### src/rtl/trap_vector_pkg.sv
package trap_vector_pkg;

    typedef enum logic [1:0] {
        ST_BOOT,
        ST_IDLE,
        ST_ISSUE,
        ST_HOLD
    } tv_state_e;

    // value bits of the status word, held as registers
    typedef struct packed {
        logic spare;
        logic user;
        logic traps_en;
        logic resched;
    } tv_status_t;

endpackage

### src/rtl/tv_status_reg.sv
module tv_status_reg
    import trap_vector_pkg::*;
#(
    parameter int         DATA_W  = 32,
    parameter logic [7:0] VERSION = 8'h01
) (
    input  logic              clk,
    input  logic              rst_n,
    input  logic              wr,
    input  logic [DATA_W-1:0] wdata,
    input  logic              clr_traps_en,
    output logic [DATA_W-1:0] rdata,
    output tv_status_t        stat
);

    localparam int PAD_W = DATA_W - 16;

    tv_status_t stat_nx;
    logic       wdata_unused;

    assign wdata_unused = ^wdata[DATA_W-1:8];

    // keep bit sits one position above its value bit
    always_comb begin
        stat_nx = stat;
        if (wr) begin
            stat_nx.spare    = wdata[7] ? stat.spare    : wdata[6];
            stat_nx.user     = wdata[5] ? stat.user     : wdata[4];
            stat_nx.traps_en = wdata[3] ? stat.traps_en : wdata[2];
            stat_nx.resched  = wdata[1] ? stat.resched  : wdata[0];
        end
        if (clr_traps_en) begin
            stat_nx.traps_en = 1'b0;
        end
    end

    always_ff @(posedge clk or negedge rst_n) begin
        if (!rst_n) begin
            stat <= '0;
        end else begin
            stat <= stat_nx;
        end
    end

    assign rdata = {{PAD_W{1'b0}}, VERSION,
                    1'b0, stat.spare, 1'b0, stat.user,
                    1'b0, stat.traps_en, 1'b0, stat.resched};

endmodule

### src/rtl/tv_trap_select.sv
module tv_trap_select #(
    parameter int NUM_TRAPS  = 64,
    parameter int QUAD_SIZE  = 16,
    parameter int LIVE_QUADS = 3,
    localparam int IDX_W     = $clog2(NUM_TRAPS)
) (
    input  logic [NUM_TRAPS-1:0] req,
    input  logic                 traps_en,
    output logic                 hit,
    output logic [IDX_W-1:0]     idx
);

    logic [NUM_TRAPS-1:0] elig;

    for (genvar i = 0; i < NUM_TRAPS; i++) begin : g_elig
        localparam int QUAD = i / QUAD_SIZE;
        localparam int POS  = i % QUAD_SIZE;
        if (QUAD == 0 && POS >= QUAD_SIZE / 2) begin : g_mask
            assign elig[i] = req[i] & traps_en;
        end else if (QUAD < LIVE_QUADS) begin : g_live
            assign elig[i] = req[i];
        end else begin : g_dead
            assign elig[i] = req[i] & 1'b0;
        end
    end

    // lowest index wins: scan downward so the last hit kept is the lowest
    always_comb begin
        hit = 1'b0;
        idx = '0;
        for (int k = NUM_TRAPS - 1; k >= 0; k--) begin
            if (elig[k]) begin
                hit = 1'b1;
                idx = k[IDX_W-1:0];
            end
        end
    end

endmodule

### src/rtl/trap_vector_ctrl.sv
module trap_vector_ctrl
    import trap_vector_pkg::*;
#(
    parameter int          DATA_W      = 32,
    parameter int          ADDR_W      = 32,
    parameter int          NUM_TRAPS   = 64,
    parameter int          QUAD_SIZE   = 16,
    parameter int          LIVE_QUADS  = 3,
    parameter int          RESET_TRAP  = 7,
    parameter int          TRAP_STRIDE = 4,
    parameter int          XOP_SLOTS   = 256,
    parameter logic [31:0] XOP_BASE    = 32'o1000000,
    parameter logic [7:0]  VERSION     = 8'h01
) (
    input  logic                 clk,
    input  logic                 rst_n,
    input  logic                 stat_wr,
    input  logic [DATA_W-1:0]    stat_wdata,
    output logic [DATA_W-1:0]    stat_rdata,
    input  logic [NUM_TRAPS-1:0] trap_req,
    input  logic                 handler_ack,
    output logic                 trap_taken,
    output logic [ADDR_W-1:0]    trap_vector,
    output logic                 user_mode,
    output logic                 traps_enabled
);

    localparam int          IDX_W     = $clog2(NUM_TRAPS);
    localparam int          QSEL_W    = IDX_W - $clog2(QUAD_SIZE);
    localparam logic [ADDR_W-1:0] TRAP_BASE =
        ADDR_W'(XOP_BASE) + ADDR_W'(XOP_SLOTS * TRAP_STRIDE);
    localparam logic [IDX_W-1:0] BOOT_IDX = IDX_W'(RESET_TRAP);

    tv_state_e        state_q, state_nx;
    logic [IDX_W-1:0] idx_q, sel_idx;
    logic             sel_hit, load_idx, clr_te;
    tv_status_t       stat;

    tv_status_reg #(
        .DATA_W  (DATA_W),
        .VERSION (VERSION)
    ) u_status (
        .clk          (clk),
        .rst_n        (rst_n),
        .wr           (stat_wr),
        .wdata        (stat_wdata),
        .clr_traps_en (clr_te),
        .rdata        (stat_rdata),
        .stat         (stat)
    );

    tv_trap_select #(
        .NUM_TRAPS  (NUM_TRAPS),
        .QUAD_SIZE  (QUAD_SIZE),
        .LIVE_QUADS (LIVE_QUADS)
    ) u_select (
        .req      (trap_req),
        .traps_en (stat.traps_en),
        .hit      (sel_hit),
        .idx      (sel_idx)
    );

    // next-state logic
    always_comb begin
        state_nx = state_q;
        load_idx = 1'b0;
        unique case (state_q)
            ST_BOOT:  state_nx = ST_ISSUE;
            ST_IDLE: begin
                if (sel_hit) begin
                    state_nx = ST_ISSUE;
                    load_idx = 1'b1;
                end
            end
            ST_ISSUE: state_nx = ST_HOLD;
            ST_HOLD: begin
                if (handler_ack) begin
                    state_nx = ST_IDLE;
                end
            end
            default:  state_nx = ST_IDLE;
        endcase
    end

    // state register
    always_ff @(posedge clk or negedge rst_n) begin
        if (!rst_n) begin
            state_q <= ST_BOOT;
            idx_q   <= BOOT_IDX;
        end else begin
            state_q <= state_nx;
            if (load_idx) begin
                idx_q <= sel_idx;
            end
        end
    end

    // outputs
    always_comb begin
        trap_taken    = (state_q == ST_ISSUE);
        clr_te        = trap_taken && (idx_q[IDX_W-1 -: QSEL_W] == '0);
        trap_vector   = TRAP_BASE + (ADDR_W'(idx_q) * ADDR_W'(TRAP_STRIDE));
        user_mode     = stat.user;
        traps_enabled = stat.traps_en;
    end

endmodule

### config.mk
export PLATFORM = sky130hd
export DESIGN_NAME = trap_vector_ctrl
export DESIGN_NICKNAME = d
export VERILOG_FILES = /design/src/rtl/trap_vector_pkg.sv /design/src/rtl/tv_status_reg.sv /design/src/rtl/tv_trap_select.sv /design/src/rtl/trap_vector_ctrl.sv
export SDC_FILE = /design/constraint.sdc
export NUM_CORES = 1
export LEC_CHECK = 0
export BUFFER_PORTS_ARGS = -buffer_cell sky130_fd_sc_hd__buf_4
export CAP_MARGIN = 20
export CELL_PAD_IN_SITES_DETAIL_PLACEMENT = 1
export CELL_PAD_IN_SITES_GLOBAL_PLACEMENT = 1
export CORE_MARGIN = 2
export CORE_UTILIZATION = 22
export DETAILED_ROUTE_END_ITERATION = 8
export PLACE_DENSITY = 0.9
export SLEW_MARGIN = 20
export SYNTH_ARGS = -nofsm -noshare
export SYNTH_HDL_FRONTEND = slang
export SYNTH_SLANG_ARGS = --single-unit
### constraint.sdc
create_clock -name clk -period 1.6 [get_ports clk]
set_input_delay 0.32 -clock clk [delete_from_list [all_inputs] [get_ports clk]]
set_output_delay 0.32 -clock clk [all_outputs]
set_load 0.02 [all_outputs]
==> results of run 1 <==
## timing repair
| action | in CTS | in global routing |
|---|---|---|
| pin swaps | 6 | 6 |
| hold buffers | 1 | 0 |
| endpoints found under the setup margin | 4 | 5 |
| endpoints found under the hold margin | 9 | 0 |
| resized for setup | 14 | 12 |
| setup buffers | 1 | 2 |
## flip-flops by register name (all words and copies together), names as in the netlist
register        cells
u_status.rdata      4
state_q             2
idx_q               6
## cell usage in the layout, fill, tap and decap left out, types with 2 or more instances in the layout
master	instances
nor4_1	6
nor2b_1	10
a211oi_1	4
or4_4	2
nor4_2	2
clkbuf_8	4
o221ai_1	2
o21ai_0	6
dfrtp_1	8
conb_1	54
buf_6	7
nand2b_1	2
or2_1	2
nor3_2	2
inv_1	9
buf_4	136
a21oi_1	7
a21o_1	2
o21ai_1	4
nor3_1	8
nand4_1	2
nand2_1	11
nor4_4	5
dfstp_2	3
o211ai_1	2
o31ai_1	4
nor2_1	20
o21a_1	3
a221oi_1	2
o41ai_4	2
or3_1	2
mux2_2	3
## final timing paths
check	slack, ns	end	depth (start not counted)	start
worst min-delay path	0.30	u_status.rdata[4]$_DFFE_PN0P_	2	stat_wdata[4]
min in group asynchronous	0.46	u_status.rdata[4]$_DFFE_PN0P_	2	rst_n
worst min register to register	0.50	idx_q[2]$_DFFE_PN1P_	2	idx_q[2]$_DFFE_PN1P_
worst max-delay path	-0.20	idx_q[3]$_DFFE_PN0P_	7	trap_req[10]
max in group asynchronous	0.91	idx_q[2]$_DFFE_PN1P_	2	rst_n
worst max register to register	-0.13	idx_q[0]$_DFFE_PN1P_	6	u_status.rdata[2]$_DFFE_PN0P_
## power breakdown
part	switching [mW]	internal (mW)
combinational	0.481	0.425
clock	0.125	0.218
sequential	0.0398	0.357
## area by class of cell
cell class | count | area share (%)
repair buffers | 146 | 38.8
flip-flops and latches | 12 | 10.3
multi-input cells | 194 | 43.6
inverters | 9 | 1.14
well taps | 102 | 4.32
clock buffers | 4 | 1.86
## worst max-delay path, stage by stage
cell     delay [ns]
buf_4          0.13
o41ai_4        0.43
nand4_4        0.18
o31ai_4        0.41
buf_4          0.20
a31oi_4        0.03
a32o_2         0.24
## logic make-up (layout without fill, tap and decap cells)
kind of cell	after synthesis	count (layout)	share of synthesized area [%]
other	2	54	0.428
multiplexers	5	5	3.14
AO/OA/AOI/OAI	56	56	25.9
AND/OR/NAND/NOR	79	79	26.9
buffers and inverters	66	159	26.3
flip-flops	12	12	17.3
## per-stage QoR
stage          utilization (%)  hold slack (ns)  cells
2_1_floorplan                -           0.0244    272
3_3_place_gp              35.3            0.168    459
3_5_place_dp              35.3            0.172    459
4_1_cts                   37.2            0.297    465
5_1_grt                   38.2            0.296    467
6_report                  38.2            0.301    467
## routing by layer
metal,global-route usage [%],up-vias
li1,-,993
met1,17.3,997
met2,26.0,71
met3,0.483,5
met4,3.92,0
met5,0,-
==> reports/summary.md, run 1 <==
The run finished, with violations left. The checks that failed: setup timing. During placement, the flow inserted port buffers numbering 72. The biggest area contributor in the post-synthesis netlist is buf_4. The count of flip-flops with a built-in enable after synthesis was 0. The worst setup path is launched from an input pin.

Across the run, the number of max-cap violations was 0. Counting flops and latches in the post-synthesis netlist gives 12. The final route contains 2,066 vias. The tools report the proportion of synthesized chip area in sequential cells as 17.3%. Depth of the CTS H-tree: 1.

Most frequently used cell type in the post-synthesis netlist: buf_4. The multi-input combinational cells in the finished layout cover a total of 1290 µm². In the final routed layout, each cell accounts on average for 13.7 µm.

The row count was 32. Setup repair after global routing could not meet its margin everywhere. The logs give 9840 µm for the global-route wire length before repair and 3 for the total clock buffers created by CTS.

The DRC violation count after routing is 0. Via count of the first global-routing pass: 2,062. The count of pins over their slew limit was 0; the cell count after synthesis was 220. Summed over all nets, the half-perimeter wirelength after detailed placement is 5480 µm. For the peak supply drop, the log shows 166 µV.

Across the whole layout, storage elements account for 305 µm². Once detail routing completed, the nets flagged for antenna violations numbered 0. In the synthesized netlist the dominant register cell turns out to be dfrtp_1. The area overhead of the layout relative to synthesis works out to 68.2%. The congestion estimate from routability-driven global placement came to 0.900. The run gives 1.94 ns as the arrival time of the worst setup path.

For the detailed route wirelength on metal2, the log shows 3470 µm. The post-synthesis async set-or-reset flop share is 100%. Setup total negative slack on the finished layout was measured at -0.431 ns. The clock edge transition at the registers on the reported setup and hold paths was 0.06 ns.

With fillers left out, the area of the finished cells amounts to 2950 µm². Entering global routing, the biggest net connects 13 pins. Summing all placed instances gives a cell area of 2730 µm². After detailed routing, the number of vias per cell comes to 4.42. The die span in y works out to 93.3 µm.

Timing would allow up to 0.556 GHz. The top cell type by area accounts for 24.4% of the synthesized area. The total power was 1.65 mW; the total routed wire length on the met1 layer was 2540 µm. Once the floorplan was initialized, standard cells occupied 22.7% of the core. In this run the count of I/O pins placed on the die edge is 167. The worst setup skew after layout is 0.00255 ns, and the floorplan die width is 93.3 µm.

The critical path is of the input pin to register type. Averaged over all synthesized cells, the footprint is 7.98 µm². No sink is reached through more buffers than the 2 on the longest clock path.

Proportion of layout cells with a drive suffix above 1: 49.3%. For the iteration-0 DRC count of the detailed router, the log shows 55. The worst min-delay path category was input pin to register.

The final critical-path setup slack is -0.199 ns, and the number of different library cells in the post-synthesis netlist is 51. The tools report the final hold violation count as 0. Setup violations remaining at the end of the flow were counted as 4.

The run gives 0 as the Yosys warning count. The run gives -0.443 ns as the setup slack after placement. TritonCTS built the clock tree. In this run the worst path has a maximum fanout of 6. The floorplan step defined a core boundary enclosing 7730 µm².

The floorplan step defined a die boundary enclosing 8710 µm². 0 antenna diodes ended up in the layout. Wires add up to 6390 µm. The logs give 1.37 nW for the static leakage and 0 for the overall overflow remaining after global route. The routed length on met3 was 309 µm; the endpoint required time on the critical path was 1.74 ns. For this design the ratio of total power to cell area is 557 nW/µm².

The cell sitting at the root of the clock tree is a clkbuf_8. The number of nets in the layout was 466; the overall fraction of global-route tracks in use was 13.9%. Clock latency on the worst-skew pair, taken at its later pin, is 0.25 ns. The top routing layer in use is met4. The tools report the initial antenna violation count as 0. The clock net in this run drives a total of 12 sinks. The filler cells instantiated in the layout total 965. Of the available clock period, the critical path in the final layout requires 112%. The number of search-and-repair iterations in the first detailed-routing pass is 4. In the post-synthesis netlist, the biggest area contributors are buf_4, dfrtp_1, dfstp_2. The worst setup path is captured at a register.

The shortest clock period the worst path allows after layout was 1.80 ns. The commonest cells after synthesis are buf_4, nor2_1, nand2_1, nor2b_1, nor3_1. The synthesized netlist occupies a cell area of 1760 µm².
Note: power is estimated with default switching activity, not from simulation.
==> run 2, diff against run 1 <==
--- a/config.mk
+++ b/config.mk
@@ -5,14 +5,15 @@
 export SDC_FILE = /design/constraint.sdc
 export NUM_CORES = 1
 export LEC_CHECK = 0
+export ABC_AREA = 1
 export BUFFER_PORTS_ARGS = -buffer_cell sky130_fd_sc_hd__buf_4
 export CAP_MARGIN = 20
 export CELL_PAD_IN_SITES_DETAIL_PLACEMENT = 1
 export CELL_PAD_IN_SITES_GLOBAL_PLACEMENT = 1
 export CORE_MARGIN = 2
-export CORE_UTILIZATION = 22
+export CORE_UTILIZATION = 21
 export DETAILED_ROUTE_END_ITERATION = 8
-export PLACE_DENSITY = 0.9
+export PLACE_DENSITY = 0.92
 export SLEW_MARGIN = 20
 export SYNTH_ARGS = -nofsm -noshare
 export SYNTH_HDL_FRONTEND = slang
==> constraint.sdc (replaced) <==
create_clock -name clk -period 1.68 [get_ports clk]
set_input_delay 0.336 -clock clk [delete_from_list [all_inputs] [get_ports clk]]
set_output_delay 0.336 -clock clk [all_outputs]
set_load 0.02 [all_outputs]
==> run 2 against run 1 <==
Compared with the run above:
- the flow still finishes with violations (setup timing)
- critical path depth grew 43
- combinational power shrank 26%
- setup slack lost 0.75 ns
- non-clock buffer count shrank 34
- core utilization shrank 4.5 points
- power shrank 22%
- cell count grew 3.4%
- largest power group unchanged
- highest routed layer unchanged
==> reports/summary.md, run 2 <==
The flow ran to the end, but the final reports show violations. Violations in the final reports: setup timing (unchanged). The post-synthesis async set-or-reset flop share is 100% (unchanged). The pin count of the biggest net entering global routing was 13 (unchanged); the setup slack after placement was -1.31 ns (was -0.443 ns). The run gives 3 (unchanged) as the total clock buffers created by CTS. Via count of the first global-routing pass: 1,784 (was 2,062). The post-detailed-route via-to-cell ratio was 3.81 (was 4.42).

The logs give -0.952 ns (was -0.199 ns) for the final critical-path setup slack and 27.0% (was 24.1%) for the portion of total power attributed to sequential cells. Number of fillers in the final layout: 999 (was 965). The most used cell along the critical path is nand2_1 (was buf_4).

The logs give 1600 µm² (was 1760 µm²) for the synthesized area and 305 µm² (unchanged) for the sequential cell area in the final layout. The DRC violation count after routing was 0 (unchanged); the overall overflow remaining after global route was 0 (unchanged). The HPWL reported at the end of detailed placement was 4170 µm (was 5480 µm); the total length of routed wires was 4650 µm (was 6390 µm). Iteration-0 DRC count of the detailed router: 19 (was 55).

For the floorplan core area, the log shows 7290 µm² (was 7730 µm²). The static leakage was 1.47 nW (was 1.37 nW); the clock latency on the worst-skew pair was 0.24 ns (was 0.25 ns). The most frequently used cell type in the post-synthesis netlist was nand2_1 (was buf_4). The cell area after layout is 2460 µm² (was 2950 µm²).

The part of the power in the clock network is 21.0% (was 20.9%), and the Yosys warning count is 0 (unchanged). TritonCTS sink count: 12 (unchanged). Cell count after synthesis: 274 (was 220). The sort of element at the end of the critical path was a register (unchanged). The flip-flop count of the largest register, all copies and words added was 6 (unchanged); the routability congestion estimate from global placement was 0.729 (was 0.900). The logs give 0.781 mW (was 1.00 mW) for the internal power consumption and 0 (unchanged) for the final hold violation count.

The count of flip-flops with a built-in enable after synthesis works out to 0 (unchanged). Classification of the worst setup path: input pin to register (unchanged). The most common library cell in the layout ignoring fill and taps was buf_4 (unchanged).

The portion of synthesized cell area occupied by the leading cell type came out at 26.3% (was 24.4%). The number of nets in the layout came out at 485 (was 466). The run gives 31 (was 32) as the row count. The tools report the net switching power as 0.510 mW (was 0.646 mW). The flip-flop and latch count after synthesis came out at 12 (unchanged).

The proportion of layout cells with a drive suffix above 1 works out to 35.4% (was 49.3%). The number of buffers inserted by port buffering works out to 72 (unchanged). The startpoint type of the worst setup path was an input pin (unchanged). The average wire length per cell after detail routing was 9.63 µm (was 13.7 µm); the die span in y was 91.2 µm (was 93.3 µm). Peak per-stage delay on the critical path: 0.09 ns (was 0.43 ns). For the maximum root-to-sink buffer count, the log shows 2 (unchanged). The die outline area is 8320 µm² (was 8710 µm²), and the depth of the CTS H-tree is 1 (unchanged). The tools report the root buffer cell as clkbuf_8 (unchanged). The peak supply drop came out at 372 µV (was 166 µV). The cell with the largest stage delay on the worst path is buf_6 (was o41ai_4). The most frequently used flop master after synthesis was dfrtp_1 (unchanged). The placement-stage cell area was 2300 µm² (was 2730 µm²). For the initial antenna violation count, the log shows 0 (unchanged).

The library cell occupying the most area in the post-synthesis netlist was buf_4 (unchanged). For the count of final setup violators, the log shows 2 (was 4). Setup repair after global routing could not meet its margin everywhere.

The count of pins over their slew limit was 0 (unchanged). The maximum fanout along the worst path came out at 2 (was 6). Power density normalized to cell area: 525 nW/µm² (was 557 nW/µm²).

Counting I/O delays and the setup requirement, the final critical path takes 2.63 ns. The tools report the arrival time of the worst setup path as 2.81 ns (was 1.94 ns). Top cells by instance count after synthesis: nand2_1, buf_4, inv_1, nor2_1, a21oi_1 (was buf_4, nor2_1, nand2_1, nor2b_1, nor3_1).

The tools report the antenna diode instance count as 0 (unchanged). The global-route wire length before repair came out at 7470 µm (was 9840 µm). Top cells by area, synth: buf_4, nand2_1, dfrtp_1 (was buf_4, dfrtp_1, dfstp_2). The endpoint required time on the critical path is 1.86 ns (was 1.74 ns), and the proportion of synthesized chip area in sequential cells is 19.0% (was 17.3%).

The area overhead of the layout relative to synthesis is 54.2% (was 68.2%), and the average cell area after synthesis is 5.83 µm² (was 7.98 µm²). The logs give 1,840 (was 2,066) for the number of vias after detailed routing and 0.380 GHz for the highest clock frequency the design can meet. The switching share of total power works out to 39.5% (was 39.2%). TritonCTS built the clock tree.

The tools report the overall fraction of global-route tracks in use as 10.7% (was 13.9%). The count of nets left with antenna violations after detail routing was 0 (unchanged). Floorplan die width: 91.2 µm (was 93.3 µm). The run gives 926 µm² (was 1290 µm²) as the area taken by multi-input logic gates.

The run gives 1.29 mW (was 1.65 mW) as the total power. The logs give 21.9% (was 22.7%) for the initial core utilization and 0.00788 ns (was 0.00255 ns) for the worst setup skew after layout. The number of search-and-repair iterations in the first detailed-routing pass is 4 (unchanged), and the clock edge transition at the registers on the reported setup and hold paths is 0.05 ns (was 0.06 ns).

For the number of different library cells in the post-synthesis netlist, the log shows 21 (was 51). The register ranked first by flip-flop count was idx_q (unchanged). The run gives 0 (unchanged) as the max-cap check violation count. Commonest non-fill, non-tap cells in the layout: buf_4, nand2_1, conb_1 (was buf_4, conb_1, nor2_1).

The portion of the clock cycle consumed by the worst path in the final layout is 157%, and the count of boundary I/O pins is 167 (unchanged). The part of the total power dissipated in combinational logic was 52.0% (was 55.0%). The worst min-delay path category is input pin to register (unchanged).
[run 2: power by group through the flow]
stage / Sequential, mW / Combinational [mW] / Clock [mW]
5_1_grt: 0.352 / 0.746 / 0.293
3_3_place_gp: 0.359 / 0.603 / 0
3_5_place_dp: 0.361 / 0.620 / 0
4_1_cts: 0.348 / 0.653 / 0.280
6_report: 0.348 / 0.672 / 0.271
2_1_floorplan: 0.383 / 0.413 / 0
[run 2: per-stage QoR]
stage,cells,hold WS (ns),util (%),setup TNS [ns]
6_report,483,0.326,33.8,-1.37
3_5_place_dp,476,0.189,31.5,-3.73
4_1_cts,483,0.324,32.9,-1.54
5_1_grt,483,0.348,33.8,-2.35
3_3_place_gp,476,0.188,31.5,-3.52
2_1_floorplan,326,0.0404,-,-0.957
[run 2: metal layers]
metal  vias to the layer above  track usage, %  share of wire [%]
met5                         -               0                  0
met4                         0           0.758               0.45
met3                         2            3.15                7.1
met2                        73            21.3                 54
met1                       829            11.4                 38
li1                        936               -                  -
[run 2: path summary, 6_finish.rpt]
path	start	to	slack [ns]	cells past startpoint
setup / recovery	trap_req[46]	idx_q[0]$_DFFE_PN1P_	-0.95	50
hold / removal	trap_req[0]	idx_q[0]$_DFFE_PN1P_	0.33	4
setup reg to reg	u_status.rdata[2]$_DFFE_PN0P_	idx_q[1]$_DFFE_PN1P_	0.07	10
hold reg to reg	idx_q[0]$_DFFE_PN1P_	idx_q[0]$_DFFE_PN1P_	0.47	2
max in group asynchronous	rst_n	idx_q[2]$_DFFE_PN1P_	0.97	2
min in group asynchronous	rst_n	u_status.rdata[6]$_DFFE_PN0P_	0.47	2
[run 2: final cells by class]
class	instances	area share (%)
flip-flops and latches	12	12.4
repair buffers	112	34.7
clock buffers	4	1.83
inverters	55	8.39
multi-input cells	201	37.6
well taps	99	5.03
[run 2: worst max-delay path: cells and delay by family]
kind	cells	cell delay [ns]
buf+inv	2	0.13
simple gates	48	2.32
[run 2: what timing repair did]
action | 4_1_cts | 5_1_grt
endpoints found under the setup margin | 7 | 8
setup buffers | 2 | 0
hold buffers | 1 | 0
gates resized for setup | 12 | 17
pin swaps | 1 | 4
hold endpoints to repair | 9 | 0
cloned | 0 | 0
[run 2: cells by family (layout without fill, tap and decap cells)]
group           count (synthesis)  count (layout)  synth area share, %
compound gates                 28              28                 10.8
other cells                     2              54                0.470
flops                          12              12                 19.0
buf+inv                       113             171                 40.4
simple gates                  119             119                 29.3
==> run 3, diff against run 2 <==
--- a/config.mk
+++ b/config.mk
@@ -11,10 +11,11 @@
 export CELL_PAD_IN_SITES_DETAIL_PLACEMENT = 1
 export CELL_PAD_IN_SITES_GLOBAL_PLACEMENT = 1
 export CORE_MARGIN = 2
-export CORE_UTILIZATION = 21
+export CORE_UTILIZATION = 22
 export DETAILED_ROUTE_END_ITERATION = 8
-export PLACE_DENSITY = 0.92
+export PLACE_DENSITY = 0.91
 export SLEW_MARGIN = 20
 export SYNTH_ARGS = -nofsm -noshare
 export SYNTH_HDL_FRONTEND = slang
+export SYNTH_HIERARCHICAL = 1
 export SYNTH_SLANG_ARGS = --single-unit
==> run 3 against run 2 <==
Compared with the run above:
- the run still ends with setup timing left
- sequential power grew 21%
- core utilization shrank 0.92 points
- setup slack lost 0.17 ns
- sequential share of layout area shrank 0.31 points
- non-clock buffer count shrank 4
- cell count grew 2.3%
- global-route usage grew 0.90 points
- combinational power grew 52%
- synthesized area grew 8.5%
- highest routed layer unchanged
==> reports/summary.md, run 3 <==
For the final hold violation count, the log shows 0 (unchanged). The tools report the setup TNS as -1.92 ns (was -1.37 ns). The maximum fanout along the worst path was 2 (unchanged); the number of fillers in the final layout was 1,018 (was 999). The static leakage was 1.54 nW (was 1.47 nW). The number of vias after detailed routing was 1,892 (was 1,840). The initial antenna violation count came out at 0 (unchanged).

Setup repair after global routing could not meet its margin everywhere. The number of buffers inserted by port buffering is 72 (unchanged). The final critical-path setup slack is -1.12 ns (was -0.952 ns). Floorplan core area: 7690 µm² (was 7290 µm²).

Most common library cell in the layout ignoring fill and taps: buf_4 (unchanged). The tools report the global-route wire length before repair as 8210 µm (was 7470 µm). The iteration-0 DRC count of the detailed router is 47 (was 19). The via count of the first global-routing pass is 1,906 (was 1,784).

The logs give 0 (unchanged) for the DRC violation count after routing and 0.701 (was 0.729) for the routability congestion estimate from global placement. The startpoint type of the worst setup path was an input pin (unchanged). The run finished, with violations left.

The cell with the largest stage delay on the worst path was a21oi_2 (was buf_6). The tools report the pin count of the biggest net entering global routing as 13 (unchanged). The count of pins over their slew limit was 0 (unchanged); the peak per-stage delay on the critical path was 0.14 ns (was 0.09 ns). The flip-flop count of the largest register, all copies and words added was 6 (unchanged). The max-cap check violation count came out at 0 (unchanged). Sort of element at the end of the critical path: a register (unchanged). The area taken by multi-input logic gates was 942 µm² (was 926 µm²); the proportion of layout cells with a drive suffix above 1 was 35.5% (was 35.4%). The total instance count after detailed placement was 482 (was 476).

The synthesized area is 1730 µm² (was 1600 µm²). The post-detailed-route via-to-cell ratio works out to 3.83 (was 3.81). The HPWL reported at the end of detailed placement was 4290 µm (was 4170 µm).

The logs give 1.87 ns (was 1.86 ns) for the endpoint required time on the critical path and 32 (was 31) for the row count. The worst setup skew after layout came out at 0.00111 ns (was 0.00788 ns). The run gives 32.8% (was 33.8%) as the post-route core utilization. The minimum hold slack was 0.299 ns (was 0.326 ns). Area overhead of the layout relative to synthesis: 45.7% (was 54.2%). The average cell area after synthesis came out at 5.99 µm² (was 5.83 µm²).

The maximum root-to-sink buffer count is 2 (unchanged). The clock edge transition at the registers on the reported setup and hold paths was 0.05 ns (about the same); the average wire length per cell after detail routing was 10.2 µm (was 9.63 µm). For the antenna diode instance count, the log shows 0 (unchanged). The count of final setup violators was 2 (unchanged); the die span in y was 92.7 µm (was 91.2 µm). The Yosys warning count is 6 (was 0).

The clock latency on the worst-skew pair was 0.24 ns (about the same); the highest clock frequency the design can meet was 0.357 GHz (was 0.380 GHz). Commonest non-fill, non-tap cells in the layout: buf_4, nand2_1, conb_1 (unchanged). The cell count after synthesis was 289 (was 274). The sequential cell area in the final layout is 305 µm² (unchanged). Most used cell along the critical path: nand2_1 (unchanged). The portion of the clock cycle consumed by the worst path in the final layout was 167% (was 157%). Floorplan die width: 92.7 µm (was 91.2 µm). The shortest clock period the worst path allows after layout was 2.80 ns (was 2.63 ns); the number of nets in the layout was 493 (was 485). Peak supply drop: 240 µV (was 372 µV). The power density normalized to cell area was 698 nW/µm² (was 525 nW/µm²); the cell area after layout was 2520 µm² (was 2460 µm²). TritonCTS sink count: 12 (unchanged).

Launch point of the worst reg-to-reg path: u_status/rdata[2]$_DFFE_PN0P_ (was u_status.rdata[2]$_DFFE_PN0P_). The logs give 0 (unchanged) for the overall overflow remaining after global route and 3 (unchanged) for the total clock buffers created by CTS. The logs give 4 (unchanged) for the number of search-and-repair iterations in the first detailed-routing pass and 0 (unchanged) for the count of nets left with antenna violations after detail routing. The die outline area came out at 8600 µm² (was 8320 µm²).

The run gives 167 (unchanged) as the count of boundary I/O pins. The worst min-delay path category was input pin to register (unchanged). Number of non-filler instances in the completed layout: 494 (was 483). The worst setup path startpoint is trap_req[46] (unchanged). The initial core utilization was 22.5% (was 21.9%); the arrival time of the worst setup path was 2.99 ns (was 2.81 ns). Total power: 1.76 mW (was 1.29 mW).

The run gives 2350 µm² (was 2300 µm²) as the placement-stage cell area. Source of the worst hold timing path: stat_wdata[0] (was trap_req[0]). The run gives 1 (unchanged) as the depth of the CTS H-tree.

TritonCTS built the clock tree. The classification of the worst setup path is input pin to register (unchanged). The tools report the root buffer cell as clkbuf_8 (unchanged). The setup slack after placement was -1.46 ns (was -1.31 ns); the overall fraction of global-route tracks in use was 11.6% (was 10.7%). The register ranked first by flip-flop count was idx_q (unchanged). The tools report the total length of routed wires as 5050 µm (was 4650 µm).

Violations in the final reports: setup timing (unchanged).
## run 3: power by group
part           leakage [nW]  internal [mW]  switching [mW]  total (mW)
logic                  1.37          0.424           0.600        1.02
clock network        0.0288          0.207           0.110       0.318
registers             0.143          0.369          0.0515       0.420
## run 3: path summary, 6_finish.rpt
kind                                                 end  slack (ns)  cells after the start
max                                 idx_q[0]$_DFFE_PN1P_       -1.12                     50
min                        u_status/rdata[0]$_DFFE_PN0P_        0.30                      3
max reg2reg                         idx_q[0]$_DFFE_PN1P_        0.02                     16
min reg2reg                         idx_q[2]$_DFFE_PN1P_        0.47                      2
max in group asynchronous           idx_q[1]$_DFFE_PN1P_        0.98                      2
min in group asynchronous  u_status/rdata[6]$_DFFE_PN0P_        0.47                      2
## run 3: final cells by class
cell class                      instances  area share [%]
Inverter                               53            10.1
Multi-Input combinational cell        215            37.3
Clock buffer                            4            2.18
Sequential cell                        12            12.1
Tap cell                              102            5.06
Timing Repair Buffer                  108            33.3
## run 3: what timing repair did
item                                    4_1_cts  5_1_grt
hold buffers                                  1        0
pin swaps                                    16       13
resized for setup                            12        6
setup buffers                                 9        1
endpoints found under the hold margin         9        0
endpoints found under the setup margin        3        8
## run 3: per-layer routing
layer	vias to the layer above	GRT usage [%]	share of wire, %
met3	2	1.63	5.5
met2	62	23.9	56
met5	-	0	0
met1	861	12.5	38
met4	0	1.84	0.30
li1	967	-	-
## run 3: critical path: cells and delay by family
family | cells | cell delay (ns)
and+or+nand+nor | 47 | 2.38
AOI/OAI and AO/OA | 1 | 0.14
buffers and inverters | 2 | 0.12
